### src/rtl/sync_rephase_pkg.sv
package sync_rephase_pkg;

   typedef enum logic [1:0] {
      ST_RUN  = 2'd0,
      ST_STOP = 2'd1,
      ST_HELD = 2'd2
   } seq_state_t;

endpackage

### src/rtl/sync_rephase_sampler.sv
// Dual-edge synchroniser and polarity-aware edge detector.
module sync_rephase_sampler #(
   parameter int STAGES = 2
) (
   input  logic clk_i,
   input  logic rst_ni,
   input  logic sync_i,
   input  logic pol_i,
   output logic act_edge_o,
   output logic inact_edge_o,
   output logic any_edge_o,
   output logic early_o
);

   generate
      if (STAGES < 2) begin : g_bad_stages
         $error("sync_rephase_sampler: STAGES must be at least 2");
      end
   endgenerate

   logic [STAGES-1:0] rise_q;
   logic [STAGES-1:0] fall_q;
   logic              fall_rt_q;
   logic              prev_q;
   logic              late_s;
   logic              early_s;

   // rising-edge chain: holds the sample taken STAGES cycles ago
   always_ff @(posedge clk_i or negedge rst_ni) begin
      if (!rst_ni) rise_q <= '0;
      else         rise_q <= {rise_q[STAGES-2:0], sync_i};
   end

   // falling-edge chain, retimed once so it pairs with the half cycle before
   always_ff @(negedge clk_i or negedge rst_ni) begin
      if (!rst_ni) fall_q <= '0;
      else         fall_q <= {fall_q[STAGES-2:0], sync_i};
   end

   always_ff @(posedge clk_i or negedge rst_ni) begin
      if (!rst_ni) begin
         fall_rt_q <= 1'b0;
         prev_q    <= 1'b0;
      end else begin
         fall_rt_q <= fall_q[STAGES-1];
         prev_q    <= late_s;
      end
   end

   assign late_s  = rise_q[STAGES-1];
   assign early_s = fall_rt_q;

   assign act_edge_o   = (prev_q != pol_i) && (late_s == pol_i);
   assign inact_edge_o = (prev_q == pol_i) && (late_s != pol_i);
   assign any_edge_o   = prev_q != late_s;
   assign early_o      = early_s == pol_i;

endmodule

### src/rtl/sync_rephase_pulse_chk.sv
// Measures each sync level and flags the ones below the minimum.
module sync_rephase_pulse_chk #(
   parameter int MIN_CYC = 12
) (
   input  logic clk_i,
   input  logic rst_ni,
   input  logic en_i,
   input  logic edge_i,
   output logic viol_o
);

   localparam int CW = $clog2(MIN_CYC + 1);
   localparam logic [CW-1:0] MIN_V = CW'(MIN_CYC);

   generate
      if (MIN_CYC < 2) begin : g_bad_min
         $error("sync_rephase_pulse_chk: MIN_CYC must be at least 2");
      end
   endgenerate

   logic [CW-1:0] len_q;
   logic          viol_q;

   always_ff @(posedge clk_i or negedge rst_ni) begin
      if (!rst_ni) begin
         len_q  <= MIN_V;
         viol_q <= 1'b0;
      end else begin
         viol_q <= en_i && edge_i && (len_q < MIN_V);
         if (edge_i)            len_q <= CW'(1);
         else if (len_q < MIN_V) len_q <= len_q + 1'b1;
      end
   end

   assign viol_o = viol_q;

   AST_VIOL_AFTER_EDGE: assert property (@(posedge clk_i) disable iff (!rst_ni)
      viol_q |-> $past(edge_i));

endmodule

### src/rtl/sync_rephase_seq.sv
// Stop / hold / restart sequencer driving the post divider.
module sync_rephase_seq
   import sync_rephase_pkg::*;
(
   input  logic clk_i,
   input  logic rst_ni,
   input  logic en_i,
   input  logic act_edge_i,
   input  logic inact_edge_i,
   input  logic early_i,
   input  logic div_lvl_i,
   output logic run_o,
   output logic div_rst_o,
   output logic half_o
);

   seq_state_t state_q;
   logic       div_rst_q;
   logic       half_q;

   always_ff @(posedge clk_i or negedge rst_ni) begin
      if (!rst_ni) begin
         state_q   <= ST_RUN;
         div_rst_q <= 1'b0;
         half_q    <= 1'b0;
      end else begin
         div_rst_q <= 1'b0;
         if (!en_i) begin
            state_q <= ST_RUN;
         end else begin
            unique case (state_q)
               ST_RUN:  if (inact_edge_i) state_q <= ST_STOP;
               ST_STOP: if (!div_lvl_i)   state_q <= ST_HELD;
               ST_HELD: if (act_edge_i) begin
                  state_q   <= ST_RUN;
                  div_rst_q <= 1'b1;
                  half_q    <= early_i;
               end
               default: state_q <= ST_RUN;
            endcase
         end
      end
   end

   // during a stop the divider keeps counting until its output is low
   assign run_o     = (state_q == ST_RUN) || ((state_q == ST_STOP) && div_lvl_i);
   assign div_rst_o = div_rst_q;
   assign half_o    = half_q;

   AST_DISABLED_RUNS: assert property (@(posedge clk_i) disable iff (!rst_ni)
      !en_i |=> (state_q == ST_RUN) && !div_rst_q);

   AST_LOAD_ONE_CYCLE: assert property (@(posedge clk_i) disable iff (!rst_ni)
      div_rst_q |=> !div_rst_q);

   AST_LOAD_FROM_HELD: assert property (@(posedge clk_i) disable iff (!rst_ni)
      $rose(div_rst_q) |-> $past(state_q) == ST_HELD);

   AST_HOLD_AT_LOW: assert property (@(posedge clk_i) disable iff (!rst_ni)
      $rose(state_q == ST_HELD) |-> !$past(div_lvl_i));

endmodule

### src/rtl/sync_rephase_ctrl.sv
module sync_rephase_ctrl #(
   parameter int SYNC_STAGES     = 2,
   parameter int OUT_RATIO       = 4,
   parameter int MIN_OUT_PERIODS = 3
) (
   input  logic clk_i,
   input  logic rst_ni,
   input  logic sync_i,
   input  logic sync_en_i,
   input  logic sync_pol_i,
   input  logic div_lvl_i,
   output logic run_o,
   output logic div_rst_o,
   output logic half_o,
   output logic viol_o
);

   localparam int MIN_CYC = OUT_RATIO * MIN_OUT_PERIODS;

   generate
      if (OUT_RATIO < 1 || MIN_OUT_PERIODS < 1) begin : g_bad_ratio
         $error("sync_rephase_ctrl: OUT_RATIO and MIN_OUT_PERIODS must be positive");
      end
   endgenerate

   logic act_edge;
   logic inact_edge;
   logic any_edge;
   logic early;

   sync_rephase_sampler #(.STAGES(SYNC_STAGES)) u_sampler (
      .clk_i        (clk_i),
      .rst_ni       (rst_ni),
      .sync_i       (sync_i),
      .pol_i        (sync_pol_i),
      .act_edge_o   (act_edge),
      .inact_edge_o (inact_edge),
      .any_edge_o   (any_edge),
      .early_o      (early)
   );

   sync_rephase_pulse_chk #(.MIN_CYC(MIN_CYC)) u_pulse_chk (
      .clk_i  (clk_i),
      .rst_ni (rst_ni),
      .en_i   (sync_en_i),
      .edge_i (any_edge),
      .viol_o (viol_o)
   );

   sync_rephase_seq u_seq (
      .clk_i        (clk_i),
      .rst_ni       (rst_ni),
      .en_i         (sync_en_i),
      .act_edge_i   (act_edge),
      .inact_edge_i (inact_edge),
      .early_i      (early),
      .div_lvl_i    (div_lvl_i),
      .run_o        (run_o),
      .div_rst_o    (div_rst_o),
      .half_o       (half_o)
   );

endmodule

### config.mk
export PLATFORM = sky130hd
export DESIGN_NAME = sync_rephase_ctrl
export DESIGN_NICKNAME = d
export VERILOG_FILES = /design/src/rtl/sync_rephase_pkg.sv /design/src/rtl/sync_rephase_sampler.sv /design/src/rtl/sync_rephase_pulse_chk.sv /design/src/rtl/sync_rephase_seq.sv /design/src/rtl/sync_rephase_ctrl.sv
export SDC_FILE = /design/constraint.sdc
export NUM_CORES = 1
export LEC_CHECK = 0
export BUFFER_PORTS_ARGS = -buffer_cell sky130_fd_sc_hd__buf_2
export CAP_MARGIN = 20
export CORE_MARGIN = 4
export CORE_UTILIZATION = 40
export DETAILED_ROUTE_END_ITERATION = 10
export GPL_ROUTABILITY_DRIVEN = 0
export MAX_ROUTING_LAYER = met4
export SYNTH_ARGS = -nofsm -noshare
export SYNTH_HDL_FRONTEND = slang
export SYNTH_SLANG_ARGS = --single-unit
### constraint.sdc
create_clock -name clk_i -period 1.85 [get_ports clk_i]
set_input_delay 0.37 -clock clk_i [delete_from_list [all_inputs] [get_ports clk_i]]
set_output_delay 0.37 -clock clk_i [all_outputs]
set_load 0.1 [all_outputs]
Word-level counts from Yosys, hierarchy flattened
Cells that the tools add are included.
Cells by class
  add/subtract/negate cells: 1
  magnitude comparators: 1
  equal/unequal tests: 11
  mux-type cells: 10
  reductions and logical operators: 10
Operators with widths (number)
  3-bit inequality test, second input constant: 3
  2-bit 2-to-1 mux: 4
  4-bit 2-to-1 mux: 2
  2-bit one-hot mux with 3 select lines: 1
  3-bit AND reduction: 2
  1-bit logical AND: 5
  4-bit by 1-bit adder with 4-bit output, second input constant: 1
  4-bit < comparator, second input constant: 1
  1-bit == test: 3
  1-bit 2-to-1 mux: 3
  1-bit inequality test: 3
  2-bit by 1-bit == test with 1-bit output, second input constant: 1
  2-bit == test, second input constant: 1
  2-bit zero test: 1
  2-bit nonzero test: 1
  1-bit logical OR: 1
Storage, ports and cells
  register bits after elaboration: 15
  input port bits: 6
  output and inout bits: 4
  logic and storage cells: 42

Longest topological paths before layout
  depth in word-level cells: 5
  mapped depth: 4

Hierarchy
Synthesis repeated with hierarchy kept, for this count alone.
Second synthesis, totals
  cell total of the unflattened synthesis: 44
  area, all modules: 596.8 µm²
By module, submodules not included
  sync_rephase_pulse_chk: times used 1, cells each 19, area an instance 222.7 µm², seq. area each 127.6 µm²
  sync_rephase_sampler: times used 1, cells each 12, area an instance 196.4 µm², seq. area each 150.1 µm²
  sync_rephase_seq: times used 1, cells each 13, area an instance 177.7 µm², seq. area each 100.1 µm²

==> results.cfg <==
[route]
dr_wl_cell_um = 11.3
antenna_violating_nets_post_route = 0
drt_wl_total_um = 867
detailedRoute.firstPassIterationCount = 2
detailedRoute.firstIterationViolations = 2
number_of_drc_violations_after_detailed_routing = 0
via_count = 375
vias_per_cell = 4.87

[setup_path]
launch_point_of_the_worst_reg_to_reg_path = u_sampler.rise_q[1]
reg2reg_to = u_seq.half_o
cp_slowest_stage_delay_ps = 450
worst-setup-path-type = register to primary output
crit_path_max_fanout = 5
crit_required_ps = 1480
worst-r2r-cell-count = 3
crit_buf_inv = 1
worst_setup_path_start_kind = register
timing.critical_path.slowest_stage_cell = dfrtp_1
critPathArrivalTime_ps = 1310
critical_path.cell_chain = a21oi_2, buf_2
rrSetupSlack_ps = 430
cp_delay_by_family_top = flip-flops
cp-end-kind = primary output

[placed_design]
numPortBuffers = 9
detailed_place_hpwl_um = 695
pre_cts_ws_ps = 294
dpl_cell_area_um2 = 673
number_of_cells_in_the_design_after_placement = 72

[cells_and_area]
design_area_um2 = 713
diodes_inserted = 0
layout-drive-gt1-share_pct = 30.6
finalNetCount = 70
highest_count_cells_in_the_layout_ignoring_fill_and_taps = 11 x dfrtp_1, 9 x buf_2, 4 x nand2_1
final_core_util_pct = 52.8
fillers = 130
commonest_non_fill_non_tap_cell_in_the_layout = dfrtp_1
finish.cell_count_without_fillers = 77
flow.area_growth_from_synthesis_pct = 19.2

[timing]
final-hold-violation-count = 0
fin_worst_skew_ps = 3.35
setup_viol = 0
tightestPinTransition_ps = 485
finalWorstPathRequiredPeriod_ps = 1680
max_clock_freq_mhz = 594
final.hold.worst_slack_ps = 206
worst_slew_margin_rel_pct = 67.9
grt_setup_unrepaired = false
tns_ps = 0
final_min_period_over_clock_period_pct = 91.1
report.final.slew_viol_count = 0
fin_ws_ps = 165

[yosys]
yosysUniqueCellTypes = 24
synthesis.nets = 54
synth_top_cell_by_area = dfrtp_1
post_synth.cell_area_avg_um2 = 12.7
synthTopCellsByArea = dfrtp_1 46%, dfstp_2 8.8%, dfrtn_1 8.4%
synth_top_area_share_pct = 46.0
synth.yosys.warnings = 0
synth.yosys.seq_area_share_pct = 63.2
postSynthRegisterBits = 15
syn-instance-count = 47
syn-cell-area_um2 = 598

[power_and_ir_drop]
vdd_ir_drop_max_mv = 0.587
finalPower_uw = 734
power_frac_seq_pct = 54.3
p_int_uw = 501
power_switching_share_pct = 31.8
leakagePower_nw = 0.336
net_switching_uw = 233
power.density_cell_area_nw_per_um2 = 1030
power.clock.fraction_pct = 24.9
share_comb_of_total_power_pct = 20.8

[clocking]
clock_tree.root_cell = clkbuf_4
cts-root-to-sink-buffers = 2
tritoncts.num_buffers = 3
cts.repair.resized = 0
clkLatencyLatePin_ps = 280
cts.sink_count = 15
cts_hold_buffers = 1
clk_pin_slew_worst_paths_ps = 90
clock_tree.htree_level_count = 1
cts_tree = yes
number_of_buffers_added_for_setup_after_cts = 0

[die]
die-area_um2 = 2180
rows = 13
core_area_um2 = 1350
horizontal_die_dimension_um = 46.7
fp.dieH_um = 46.7
start_util_pct = 44.3
io-pin-count = 10

[grt]
grt_util_all_layers_pct = 10.7
grt_first_pass_wirelength_um = 1490
grt_overflow = 0
grt_start_max_net_pins = 13
antenna_violations_before_repair = 0
grt_pass1_vias = 338

[outcome]
status = finished, final reports clean

[worst_hold_path]
timing.hold.worst.start = sync_i
min_delay_worst_endpoint = u_sampler.rise_q[0]
hold_depth = 1
min_path_type = input port to register

[run]
maxCapViolCount = 0
==> worst reg2reg max path: cells and delay by family, from the launching register on <==
family           cells  cell delay [ps]
AND/OR/NAND/NOR      1              430
flip-flops           1              430
multiplexers         1              320
AO/OA/AOI/OAI        1              130
==> per-layer routing <==
metal	GRT usage, %	share of wire (%)	wire [um]
met4	3.31	0	0
met1	13.9	48	417
met3	6.25	10	89
met2	13.7	42	360
met5	-	0	0
==> kinds of logic after synthesis <==
kind of cell	Yosys count	share of synthesized area, %
DFF	15	63.2
xor gates and xnor gates	3	4.39
AOI/OAI and AO/OA	6	8.58
muxes	2	3.56
buffers and inverters	2	1.26
adders and majority gates	1	2.09
and+or+nand+nor	18	16.9
==> layout make-up <==
cell class                      instances  area (um2)  area share, %
Inverter                                2        7.51           1.05
Multi-Input combinational cell         30         216           30.4
Sequential cell                        15         378           53.0
Timing Repair Buffer                   11        62.6           8.77
Tap cell                               15        18.8           2.63
Clock buffer                            3        22.5           3.16
Clock inverter                          1        7.51           1.05
==> power groups by stage <==
stage / registers (mW) / logic, mW / clock network (mW)
after floorplan: 0.442 / 0.0784 / 0
after global placement: 0.403 / 0.152 / 0
after detailed placement: 0.406 / 0.154 / 0
after CTS: 0.399 / 0.155 / 0.194
after global routing: 0.405 / 0.168 / 0.211
final: 0.399 / 0.153 / 0.183
==> sequential cells by signal, indices dropped and copies added (netlist names) <==
name                cells
u_pulse_chk.len_q       4
u_sampler.fall_q        2
u_sampler.rise_q        2
u_seq.state_q           2
u_pulse_chk.viol_o      1
u_sampler.early_s       1
u_sampler.prev_q        1
u_seq.div_rst_o         1
u_seq.half_o            1
==> worst max path at each step <==
stage,depth (start not counted),from,to
finish,2,u_seq.state_q[1],run_o
global route,2,u_seq.state_q[1],run_o
CTS,2,u_seq.state_q[1],run_o
detailed placement,1,sync_i,u_sampler.fall_q[0]
global placement,1,sync_i,u_sampler.fall_q[0]
floorplan,1,u_seq.state_q[0],run_o
==> cell usage after synthesis, drive strengths merged <==
cell type  count
nand2          4
ha             1
nor2           3
nand3b         2
inv            2
nand3          2
and3           1
or3b           1
dfrtp         11
dfrtn          2
a41oi          1
nor3           1
nor3b          1
or2b           1
nand2b         1
dfstp          2
a31oi          1
o211a          1
nor2b          1
xnor2          3
a21oi          3
mux2i          1
mux2           1
(Power assumes the default switching activity.)
